[src/rtl/prbs_mon_pkg.sv]
package prbs_mon_pkg;
  typedef enum logic [1:0] {
    CNT_PATTERN = 2'b00,
    CNT_OTHER1  = 2'b01,
    CNT_OTHER2  = 2'b10,
    CNT_OTHER3  = 2'b11
  } cnt_sel_e;

  typedef struct packed {
    logic rise;
    logic fall;
  } lock_evt_t;
endpackage

[src/rtl/prbs_ref.sv]
module prbs_ref #(
  parameter int unsigned SHORT_ORD = 15,
  parameter int unsigned SHORT_TAP = 14,
  parameter int unsigned LONG_ORD  = 20,
  parameter int unsigned LONG_TAP  = 17
) (
  input  logic clk_i,
  input  logic rst_ni,
  input  logic bit_i,
  input  logic bit_vld_i,
  input  logic pat_long_i,
  input  logic inv_i,
  input  logic locked_i,
  output logic mismatch_o
);
  localparam int unsigned HIST_W = (LONG_ORD > SHORT_ORD) ? LONG_ORD : SHORT_ORD;

  logic [HIST_W-1:0] hist_q;
  logic              data_in;
  logic              pred;
  logic              pred_short;
  logic              pred_long;

  assign data_in    = bit_i ^ inv_i;
  assign pred_short = hist_q[SHORT_ORD-1] ^ hist_q[SHORT_TAP-1];
  assign pred_long  = hist_q[LONG_ORD-1] ^ hist_q[LONG_TAP-1];
  assign pred       = pat_long_i ? pred_long : pred_short;
  assign mismatch_o = bit_vld_i & (data_in ^ pred);

  // out of lock: load received bits (self-sync); in lock: free-run
  always_ff @(posedge clk_i or negedge rst_ni) begin
    if (!rst_ni) begin
      hist_q <= '0;
    end else if (bit_vld_i) begin
      hist_q <= {hist_q[HIST_W-2:0], locked_i ? pred : data_in};
    end
  end
endmodule

[src/rtl/lock_judge.sv]
module lock_judge #(
  parameter int unsigned WIN_LEN = 64,
  parameter int unsigned ERR_MAX = 6
) (
  input  logic clk_i,
  input  logic rst_ni,
  input  logic bit_vld_i,
  input  logic mismatch_i,
  output logic locked_o
);
  localparam int unsigned WIN_W = $clog2(WIN_LEN);
  localparam int unsigned TAL_W = WIN_W + 1;

  logic [WIN_W-1:0] win_q;
  logic [TAL_W-1:0] tally_q;
  logic [TAL_W-1:0] tally_sum;
  logic             win_end;
  logic             locked_q;

  assign tally_sum = tally_q + TAL_W'(mismatch_i);
  assign win_end   = (win_q == WIN_W'(WIN_LEN - 1));

  always_ff @(posedge clk_i or negedge rst_ni) begin
    if (!rst_ni) begin
      win_q    <= '0;
      tally_q  <= '0;
      locked_q <= 1'b0;
    end else if (bit_vld_i) begin
      if (win_end) begin
        win_q    <= '0;
        tally_q  <= '0;
        locked_q <= (tally_sum <= TAL_W'(ERR_MAX));
      end else begin
        win_q    <= win_q + 1'b1;
        tally_q  <= tally_sum;
      end
    end
  end

  assign locked_o = locked_q;
endmodule

[src/rtl/err_counter.sv]
module err_counter
  import prbs_mon_pkg::*;
#(
  parameter int unsigned CNT_W = 16
) (
  input  logic             clk_i,
  input  logic             rst_ni,
  input  logic             mismatch_i,
  input  logic [1:0]       cnt_sel_i,
  input  logic             clr_i,
  output logic [CNT_W-1:0] cnt_o
);
  localparam logic [CNT_W-1:0] CNT_MAX = '1;

  logic [CNT_W-1:0] cnt_q;
  logic             inc;

  assign inc = mismatch_i && (cnt_sel_e'(cnt_sel_i) == CNT_PATTERN) && (cnt_q != CNT_MAX);

  always_ff @(posedge clk_i or negedge rst_ni) begin
    if (!rst_ni)   cnt_q <= '0;
    else if (clr_i) cnt_q <= '0;
    else if (inc)  cnt_q <= cnt_q + 1'b1;
  end

  assign cnt_o = cnt_q;
endmodule

[src/rtl/irq_latch.sv]
module irq_latch
  import prbs_mon_pkg::*;
(
  input  logic clk_i,
  input  logic rst_ni,
  input  logic locked_i,
  input  logic any_edge_i,
  input  logic irq_mask_i,
  input  logic clr_i,
  output logic stat_o,
  output logic irq_o
);
  logic      prev_q;
  logic      stat_q;
  lock_evt_t evt;
  logic      set_ev;

  assign evt.rise = locked_i & ~prev_q;
  assign evt.fall = ~locked_i & prev_q;
  assign set_ev   = evt.rise | (evt.fall & any_edge_i);

  always_ff @(posedge clk_i or negedge rst_ni) begin
    if (!rst_ni) begin
      prev_q <= 1'b0;
      stat_q <= 1'b0;
    end else begin
      prev_q <= locked_i;
      if (set_ev)     stat_q <= 1'b1;
      else if (clr_i) stat_q <= 1'b0;
    end
  end

  assign stat_o = stat_q;
  assign irq_o  = stat_q & irq_mask_i;
endmodule

[src/rtl/prbs_sync_monitor.sv]
module prbs_sync_monitor #(
  parameter int unsigned WIN_LEN   = 64,
  parameter int unsigned ERR_MAX   = 6,
  parameter int unsigned CNT_W     = 16,
  parameter int unsigned SHORT_ORD = 15,
  parameter int unsigned SHORT_TAP = 14,
  parameter int unsigned LONG_ORD  = 20,
  parameter int unsigned LONG_TAP  = 17
) (
  input  logic             clk_i,
  input  logic             rst_ni,
  input  logic             bit_i,
  input  logic             bit_vld_i,
  input  logic             pat_long_i,
  input  logic             inv_i,
  input  logic [1:0]       cnt_sel_i,
  input  logic             any_edge_i,
  input  logic             irq_mask_i,
  input  logic             clr_i,
  output logic             locked_o,
  output logic [CNT_W-1:0] err_cnt_o,
  output logic             irq_stat_o,
  output logic             irq_o
);
  logic mismatch;
  logic locked;

  prbs_ref #(
    .SHORT_ORD(SHORT_ORD), .SHORT_TAP(SHORT_TAP),
    .LONG_ORD (LONG_ORD),  .LONG_TAP (LONG_TAP)
  ) u_ref (
    .clk_i, .rst_ni, .bit_i, .bit_vld_i, .pat_long_i, .inv_i,
    .locked_i  (locked),
    .mismatch_o(mismatch)
  );

  lock_judge #(.WIN_LEN(WIN_LEN), .ERR_MAX(ERR_MAX)) u_judge (
    .clk_i, .rst_ni, .bit_vld_i,
    .mismatch_i(mismatch),
    .locked_o  (locked)
  );

  err_counter #(.CNT_W(CNT_W)) u_cnt (
    .clk_i, .rst_ni, .cnt_sel_i, .clr_i,
    .mismatch_i(mismatch),
    .cnt_o     (err_cnt_o)
  );

  irq_latch u_irq (
    .clk_i, .rst_ni, .any_edge_i, .irq_mask_i, .clr_i,
    .locked_i(locked),
    .stat_o  (irq_stat_o),
    .irq_o   (irq_o)
  );

  assign locked_o = locked;
endmodule

[config.mk]
export PLATFORM = sky130hd
export DESIGN_NAME = prbs_sync_monitor
export DESIGN_NICKNAME = d
export VERILOG_FILES = /design/src/rtl/prbs_mon_pkg.sv /design/src/rtl/prbs_ref.sv /design/src/rtl/lock_judge.sv /design/src/rtl/err_counter.sv /design/src/rtl/irq_latch.sv /design/src/rtl/prbs_sync_monitor.sv
export SDC_FILE = /design/constraint.sdc
export NUM_CORES = 1
export LEC_CHECK = 0
export BUFFER_PORTS_ARGS = -buffer_cell sky130_fd_sc_hd__buf_2
export CAP_MARGIN = 10
export CORE_MARGIN = 2
export CORE_UTILIZATION = 52
export DETAILED_ROUTE_END_ITERATION = 16
export GPL_TIMING_DRIVEN = 0
export PLACE_DENSITY = 0.75
export SYNTH_ARGS = -nofsm -noshare
export SYNTH_HDL_FRONTEND = slang
export SYNTH_HIERARCHICAL = 1
export SYNTH_SLANG_ARGS = --single-unit
[constraint.sdc]
create_clock -name clk_i -period 2.4 [get_ports clk_i]
set_input_delay 0.48 -clock clk_i [delete_from_list [all_inputs] [get_ports clk_i]]
set_output_delay 0.48 -clock clk_i [all_outputs]
set_load 0.03 [all_outputs]
==> results of run 1 <==
## cells in the final DEF, fill, tap and decap left out, types with 4 or more instances in the layout
master / n
sky130_fd_sc_hd__dfrtp_1: 52
sky130_fd_sc_hd__buf_2: 31
sky130_fd_sc_hd__mux2_2: 19
sky130_fd_sc_hd__nand2_1: 14
sky130_fd_sc_hd__inv_1: 13
sky130_fd_sc_hd__nor2_1: 11
sky130_fd_sc_hd__nand4_1: 8
sky130_fd_sc_hd__nor2b_1: 7
sky130_fd_sc_hd__xnor2_1: 7
sky130_fd_sc_hd__o21ai_0: 6
sky130_fd_sc_hd__buf_4: 6
sky130_fd_sc_hd__o22ai_1: 6
sky130_fd_sc_hd__clkbuf_8: 5
sky130_fd_sc_hd__nand3_1: 5
sky130_fd_sc_hd__buf_6: 5
sky130_fd_sc_hd__mux2i_1: 4
sky130_fd_sc_hd__a21oi_1: 4
sky130_fd_sc_hd__nand2b_1: 4
sky130_fd_sc_hd__a31oi_1: 4
## power by group
group          total (uW)  switching (uW)  internal (uW)
combinational         583             250            333
clock                 459             260            199
sequential           1250             161           1090
## registers in the layout, indices dropped and copies added (netlist names)
register,count
u_ref/hist_q,20
u_cnt/cnt_o,16
u_judge/tally_q,7
u_judge/win_q,6
u_irq/prev_q,1
u_irq/stat_o,1
u_judge/locked_o,1
## cell families (layout without fill, tap and decap cells)
group / Yosys count / in the layout / share of synthesized area, %
flip-flops: 52 / 52 / 49.2
AO/OA/AOI/OAI: 42 / 42 / 11.7
XOR/XNOR: 10 / 10 / 3.60
buffers and inverters: 20 / 65 / 3.64
AND/OR/NAND/NOR: 75 / 75 / 17.7
adder cells (fa/ha/maj): 4 / 4 / 1.89
multiplexers: 29 / 29 / 12.2
## what timing repair did
action	in CTS	in global routing
setup endpoints to repair	8	14
buffers inserted	6	2
pin swaps	3	4
gates resized for setup	5	22
## path summary, 6_finish.rpt
check	start	to	slack [ps]	cells past startpoint
worst max-delay path	u_ref/hist_q[14]$_DFFE_PN0P_	u_cnt/cnt_o[13]$_DFFE_PN0P_	40	8
worst min-delay path	rst_ni	u_cnt/cnt_o[12]$_DFFE_PN0P_	150	1
worst max register to register	u_ref/hist_q[14]$_DFFE_PN0P_	u_cnt/cnt_o[13]$_DFFE_PN0P_	40	8
worst min register to register	u_ref/hist_q[3]$_DFFE_PN0P_	u_ref/hist_q[3]$_DFFE_PN0P_	510	1
max in group asynchronous	rst_ni	u_judge/win_q[1]$_DFFE_PN0P_	1710	2
min in group clk_i	clr_i	u_irq/stat_o$_DFFE_PN0P_	460	2
## cell type report
class	count	area, um^2	share of cell area, %
clock inverter	1	5.00	0.158
inverter	13	48.8	1.54
multi-input combinational	160	1380	43.4
sequential	52	1300	41.0
clock buffer	6	72.6	2.29
buffer	7	47.5	1.50
timing repair buffer	38	236	7.45
tap	67	83.8	2.64
## routing by layer
metal | global-route usage [%] | up-vias | wire length, um
met5 | 0 | - | 0
met4 | 5.26 | 0 | 55
met3 | 3.97 | 7 | 193
met2 | 30.8 | 45 | 2660
met1 | 24.2 | 988 | 2280
li1 | - | 936 | -
## metrics by stage
stage / power (uW) / setup slack (ps) / cell area, um^2
final: 2290 / 39.2 / 3170
after global routing: 2440 / -117 / 3170
after CTS: 2290 / 8.82 / 3030
after detailed placement: 1760 / -379 / 2870
after global placement: 1730 / -366 / 2870
after floorplan: 1620 / 95.4 / 2640
## critical path: cells and delay by family, from the launching register on
kind                      cells  cell delay (ps)
xor gates and xnor gates      1              130
and+or+nand+nor               2              450
DFF                           1              400
buffers and inverters         1              140
muxes                         3              830
AOI/OAI and AO/OA             1              290
==> summary.md, run 1 <==
| Metric | Value |
|---|---|
| Outcome | completed |
| Count of synthesis-stage warnings from yosys | 6 |
| First-iteration detailed-routing DRC count | 125 |
| Yosys top cell by area | sky130_fd_sc_hd__dfrtp_1 |
| Critical path cell sequence | xnor2_1, mux2i_1, mux2i_1, nor3b_4, buf_6, nand4_4, a2111oi_4, mux2_4 |
| Fmax | 424 MHz |
| Final design utilization | 65.9% |
| Fill cell instance count of the final layout | 392 |
| Clock-pin slew on the worst setup and hold paths | 90 ps |
| Detailed-route wire length | 5.19 mm |
| Number of global-route vias before repair | 1,719 |
| EDFF count, synth | 0 |
| Most frequent cells after synthesis | sky130_fd_sc_hd__dfrtp_1 (52), sky130_fd_sc_hd__mux2_2 (19), sky130_fd_sc_hd__nand2_1 (14) |
| Final setup viols | 0 |
| Number of cell rows | 25 |
| Primary flip-flop cell chosen by synthesis mapping | sky130_fd_sc_hd__dfrtp_1 |
| Synth Net Count | 247 |
| Area growth syn-to-layout | 20.1% |
| Synthesis-stage register bit count | 52 |
| Area of the die | 0.00567 mm^2 |
| Minimum clock period | 2360 ps |
| Post-synth cell types | 51 |
| Most frequently used cell type in the post-synthesis netlist | sky130_fd_sc_hd__dfrtp_1 |
| Type of element launching the critical path | register |
| Effective utilization at floorplan | 54.9% |
| RSZ-0062 raised after global routing | true |
| Root cell of the clock tree | sky130_fd_sc_hd__clkbuf_8 |
| Start-to-end type of the worst setup path | reg2reg |
| Setup_tns | 0 ps |
| Slowest cell on crit path | sky130_fd_sc_hd__dfrtp_1 |
| Overall via count from detail_route | 1,976 |
| Core Box Area | 0.00482 mm^2 |
| Transition time at the pin with the least slew margin | 597 ps |
| Fraction of final layout cells with drive strength greater than 1 | 36.5% |
| Die width | 75.3 um |
| Ratio of final minimum period to clock period | 98.4% |
| FFs w/ async S/R, synth | 100% |
| Number of nets with antenna violations after detailed routing | 0 |
| Combined area of all synthesized cells | 0.00264 mm^2 |
| Clock tree sinks | 52 |
| Most used cell, CP | sky130_fd_sc_hd__mux2i_1 |
| Final standard cell count with taps included and fillers excluded | 344 |
| Pre-Repair DR Iteration Count | 4 |
| Maximum ir drop on the vdd rail | 0.000587 V |
| Critical Path Fanout Max | 7 |
| CTS Buffer Depth | 2 |
| Headroom to the max-slew limit | 60.2% |
| Max-cap violations | 0 |
| Number of max-slew violations in the final report | 0 |
| Total gr overflow | 0 |
| IO Port Bufs | 29 |
| First-pass GRT wire length | 7.97 mm |
| Clock tree from TritonCTS | built |
| Remaining DRCs | 0 |
| Crit path DAT | 2550 ps |
| Proportion of synthesized chip area in sequential cells | 49.2% |
| Tightest Hold Check Type | in2async |
| Power per cell area | 721 mW/mm^2 |
| Largest incremental delay on the critical path | 400 ps |
| Vias per Instance | 5.74 |
| I/O pin count | 30 |
| Leak Pwr | 0.00143 uW |
| Die Span Y | 75.3 um |
| Net count of the finished layout | 292 |
| Worst hold slack | 147 ps |
| Placed cells | 328 |
| CP Capture Type | register |
| HPWL reported at the end of detailed placement | 3.45 mm |
| Routed wirelength normalized by instance count | 15.1 um |
| Deepest level of the CTS H-tree | 2 |
| Maximum number of pins on one net before global-route repair | 53 |
| Source-to-sink clock delay at the later pin of the worst-skew pair | 300 ps |
| Dominant cells by area after synthesis | sky130_fd_sc_hd__dfrtp_1 (49%), sky130_fd_sc_hd__mux2_2 (8.1%), sky130_fd_sc_hd__mux2_1 (2.6%) |
| Synthesized instance count | 232 |
| Routability-driven placement congestion ratio | 0.826 |
| Number of clock buffers inserted by TritonCTS | 5 |
| Antenna violations before repair | 0 |
| Post-synthesis average cell area | 11.4 um^2 |
| Fin Clk Skew | 8.12 ps |
| Proportion of netlist area held by the largest area contributor | 49.2% |
| Number of antenna diodes | 0 |
| Cts-stage hold buffer count | 0 |
| Total global routing track utilization | 18.4% |
| Required time of the critical path | 2590 ps |
| Hold violation total from the final report | 0 |
Note: power is estimated with default switching activity, not from simulation.
==> run 2, diff against run 1 <==
--- a/config.mk
+++ b/config.mk
@@ -5,6 +5,7 @@
 export SDC_FILE = /design/constraint.sdc
 export NUM_CORES = 1
 export LEC_CHECK = 0
+export ABC_AREA = 1
 export BUFFER_PORTS_ARGS = -buffer_cell sky130_fd_sc_hd__buf_2
 export CAP_MARGIN = 10
 export CORE_MARGIN = 2
==> run 2 against run 1 <==
Against the previous run: sequential power fell by 9%; non-clock buffer count decreased by 7; area after synthesis rose by 3.2%; die area rose by 3.0%; clock power rose by 11%; wire length is 4.2% higher; power down 5.5%; fmax grew 15%; register-to-register slack gained 320 ps; highest routed layer unchanged.
==> summary.md, run 2 <==
| Metric | Value |
|---|---|
| Maximum ir drop on the vdd rail | 0.000413 V |
| Synthesized instance count | 348 |
| Cts-stage hold buffer count | 0 |
| Number of gates resized after cts | 0 |
| CP Capture Type | register |
| Register with the most flip-flops | u_ref/hist_q |
| HPWL reported at the end of detailed placement | 3.81 mm |
| Worst hold slack | 140 ps |
| Die Span Y | 76.4 um |
| Count of buffer and inverter cells on the critical path | 1 |
| Leading cell type in the layout, fill and taps excluded | sky130_fd_sc_hd__nand2_1 |
| Detailed-route wire length | 5.40 mm |
| Fraction of final layout cells with drive strength greater than 1 | 15.8% |
| Proportion of netlist area held by the largest area contributor | 47.7% |
| Setup_tns | 0 ps |
| Total gr overflow | 0 |
| Number of global-route vias before repair | 2,143 |
| Most frequent cells after synthesis | sky130_fd_sc_hd__nand2_1 (111), sky130_fd_sc_hd__dfrtp_1 (52), sky130_fd_sc_hd__inv_1 (48) |
| Max-cap violations | 0 |
| Headroom to the max-slew limit | 64.6% |
| RSZ-0062 raised after global routing | false |
| Synth Net Count | 363 |
| EDFF count, synth | 0 |
| Largest incremental delay on the critical path | 380 ps |
| Final setup viols | 0 |
| Clock-pin slew on the worst setup and hold paths | 90 ps |
| Category of cells accounting for the largest share of critical-path delay | simple AND/OR/NAND/NOR gates |
| Post-synth cell types | 33 |
| Deepest level of the CTS H-tree | 2 |
| Total global routing track utilization | 19.6% |
| Outcome | completed |
| CTS Buffer Depth | 2 |
| Most used cell, CP | sky130_fd_sc_hd__nand2_1 |
| Fin Clk Skew | 9.32 ps |
| Effective utilization at floorplan | 53.7% |
| Maximum number of pins on one net before global-route repair | 53 |
| Pre-Repair DR Iteration Count | 4 |
| IO Port Bufs | 29 |
| Buffer count from post-CTS setup fixing | 0 |
| Source-to-sink clock delay at the later pin of the worst-skew pair | 310 ps |
| Area growth syn-to-layout | 12.7% |
| Power per cell area | 704 mW/mm^2 |
| Transition time at the pin with the least slew margin | 531 ps |
| Tightest Hold Check Type | in2async |
| Number of nets with antenna violations after detailed routing | 0 |
| Remaining DRCs | 0 |
| Leading cell types in the layout, fill and taps excluded | sky130_fd_sc_hd__nand2_1 (111), sky130_fd_sc_hd__dfrtp_1 (52), sky130_fd_sc_hd__inv_1 (48), sky130_fd_sc_hd__buf_2 (33), sky130_fd_sc_hd__nand3_1 (24) |
| Dominant cells by area after synthesis | sky130_fd_sc_hd__dfrtp_1 (48%), sky130_fd_sc_hd__nand2_1 (15%), sky130_fd_sc_hd__inv_1 (6.6%) |
| Start-to-end type of the worst setup path | reg2reg |
| Final design utilization | 60.6% |
| First-pass GRT wire length | 9.35 mm |
| Critical path cell sequence | inv_1, nand2_1, nand3_1, nand3_1, nand2_1, nor2_1, ha_1, ha_1, nand3_1, nand2_1, nand2_1, nand2_1, nor2_1, nand3_1, nand2_1 |
| Vias per Instance | 5.06 |
| Area of the die | 0.00584 mm^2 |
| Yosys top cell by area | sky130_fd_sc_hd__dfrtp_1 |
| Clock tree sinks | 52 |
| Slowest cell on crit path | sky130_fd_sc_hd__dfrtp_1 |
| Largest register FFs | 20 |
| Required time of the critical path | 2600 ps |
| Hold violation total from the final report | 0 |
| Count of synthesis-stage warnings from yosys | 6 |
| Root cell of the clock tree | sky130_fd_sc_hd__clkbuf_8 |
| Crit path DAT | 2240 ps |
| Most used routing layer | met2 |
| Final standard cell count with taps included and fillers excluded | 456 |
| Placed cells | 447 |
| Met2 capacity usage during global routing | 32.4% |
| Number of clock buffers inserted by TritonCTS | 5 |
| Number of max-slew violations in the final report | 0 |
| Synthesis-stage register bit count | 52 |
| Number of cell rows | 26 |
| Core Box Area | 0.00507 mm^2 |
| I/O pin count | 30 |
| Minimum clock period | 2040 ps |
| Proportion of synthesized chip area in sequential cells | 47.7% |
| Number of antenna diodes | 0 |
| Post-route total power | 2160 uW |
| Met3 track demand over resource | 3.79% |
| Fmax | 489 MHz |
| Leak Pwr | 0.00158 uW |
| Routability-driven placement congestion ratio | 0.846 |
| Net count of the finished layout | 400 |
| Type of element launching the critical path | register |
| Post-synthesis average cell area | 7.84 um^2 |
| Most frequently used cell type in the post-synthesis netlist | sky130_fd_sc_hd__nand2_1 |
| Die width | 76.4 um |
| FFs w/ async S/R, synth | 100% |
| Combined area of all synthesized cells | 0.00273 mm^2 |
| Routed wirelength normalized by instance count | 11.8 um |
| First-iteration detailed-routing DRC count | 121 |
| Overall via count from detail_route | 2,308 |
| Antenna violations before repair | 0 |
| Clock tree from TritonCTS | built |
| GRT met1 Usage | 26.1% |
| Ratio of final minimum period to clock period | 85.2% |
| Critical Path Fanout Max | 6 |
| Primary flip-flop cell chosen by synthesis mapping | sky130_fd_sc_hd__dfrtp_1 |
## run 2: cell types whose count changed after synthesis, sizes merged, moves of 5 or more
cell / delta
nand3: +19
nor2b: -8
o21ai: +16
inv: +36
mux2: -25
nor2: +14
xnor2: -5
nand2: +101
## run 2: through the flow
step / cell area [um^2] / setup slack (ps)
3_3_place_gp: 2960 / 88.4
6_report: 3070 / 356
4_1_cts: 3050 / 344
5_1_grt: 3070 / 83.0
3_5_place_dp: 2960 / 89.5
2_1_floorplan: 2730 / 507
## run 2: power by group
group	switching, uW	internal, uW	total, uW
sequential	116	1030	1140
clock	276	235	511
combinational	302	207	509
total	695	1470	2160
## run 2: worst reg2reg max path: stages (launching register included)
cell                      delay, ps
sky130_fd_sc_hd__dfrtp_1        380
sky130_fd_sc_hd__inv_1           60
sky130_fd_sc_hd__nand2_1         70
sky130_fd_sc_hd__nand3_1        100
sky130_fd_sc_hd__nand3_1        100
sky130_fd_sc_hd__nand2_1         50
sky130_fd_sc_hd__nor2_1         180
sky130_fd_sc_hd__ha_1           250
sky130_fd_sc_hd__ha_1           290
sky130_fd_sc_hd__nand3_1        100
sky130_fd_sc_hd__nand2_1         60
sky130_fd_sc_hd__nand2_1         60
sky130_fd_sc_hd__nand2_1         80
sky130_fd_sc_hd__nor2_1          40
sky130_fd_sc_hd__nand3_1         70
sky130_fd_sc_hd__nand2_1         50
## run 2: per-layer routing
layer	vias to the layer above	share of wire, %
met5	-	0
met1	1071	47
met2	55	48
met4	0	0.50
met3	2	4.9
li1	1180	-
## run 2: cell families (layout without fill, tap and decap cells)
group | Yosys count | in the layout | share of synthesized area, %
AOI/OAI and AO/OA | 42 | 42 | 9.08
DFF | 52 | 52 | 47.7
adders and majority gates | 4 | 4 | 1.83
and+or+nand+nor | 185 | 185 | 30.2
xor gates and xnor gates | 7 | 7 | 2.25
buffers and inverters | 58 | 96 | 8.90
## run 2: worst paths after layout
path | start | cells after the start | slack, ps | to
max | u_ref/hist_q[13]$_DFFE_PN0P_ | 15 | 360 | u_judge/locked_o$_DFFE_PN0P_
min | rst_ni | 1 | 140 | u_cnt/cnt_o[5]$_DFFE_PN0P_
max reg2reg | u_ref/hist_q[13]$_DFFE_PN0P_ | 15 | 360 | u_judge/locked_o$_DFFE_PN0P_
min reg2reg | u_ref/hist_q[1]$_DFFE_PN0P_ | 2 | 480 | u_ref/hist_q[1]$_DFFE_PN0P_
max in group asynchronous | rst_ni | 2 | 1710 | u_judge/tally_q[4]$_DFFE_PN0P_
min in group clk_i | any_edge_i | 3 | 440 | u_irq/stat_o$_DFFE_PN0P_
## run 2: cell type report
type                            count  area [um^2]
Buffer                              8         53.8
Clock buffer                        7         86.3
Clock inverter                      1         7.51
Fill cell                         471         2000
Inverter                           50          189
Multi-Input combinational cell    238         1180
Sequential cell                    52         1300
Tap cell                           70         87.6
Timing Repair Buffer               30          165
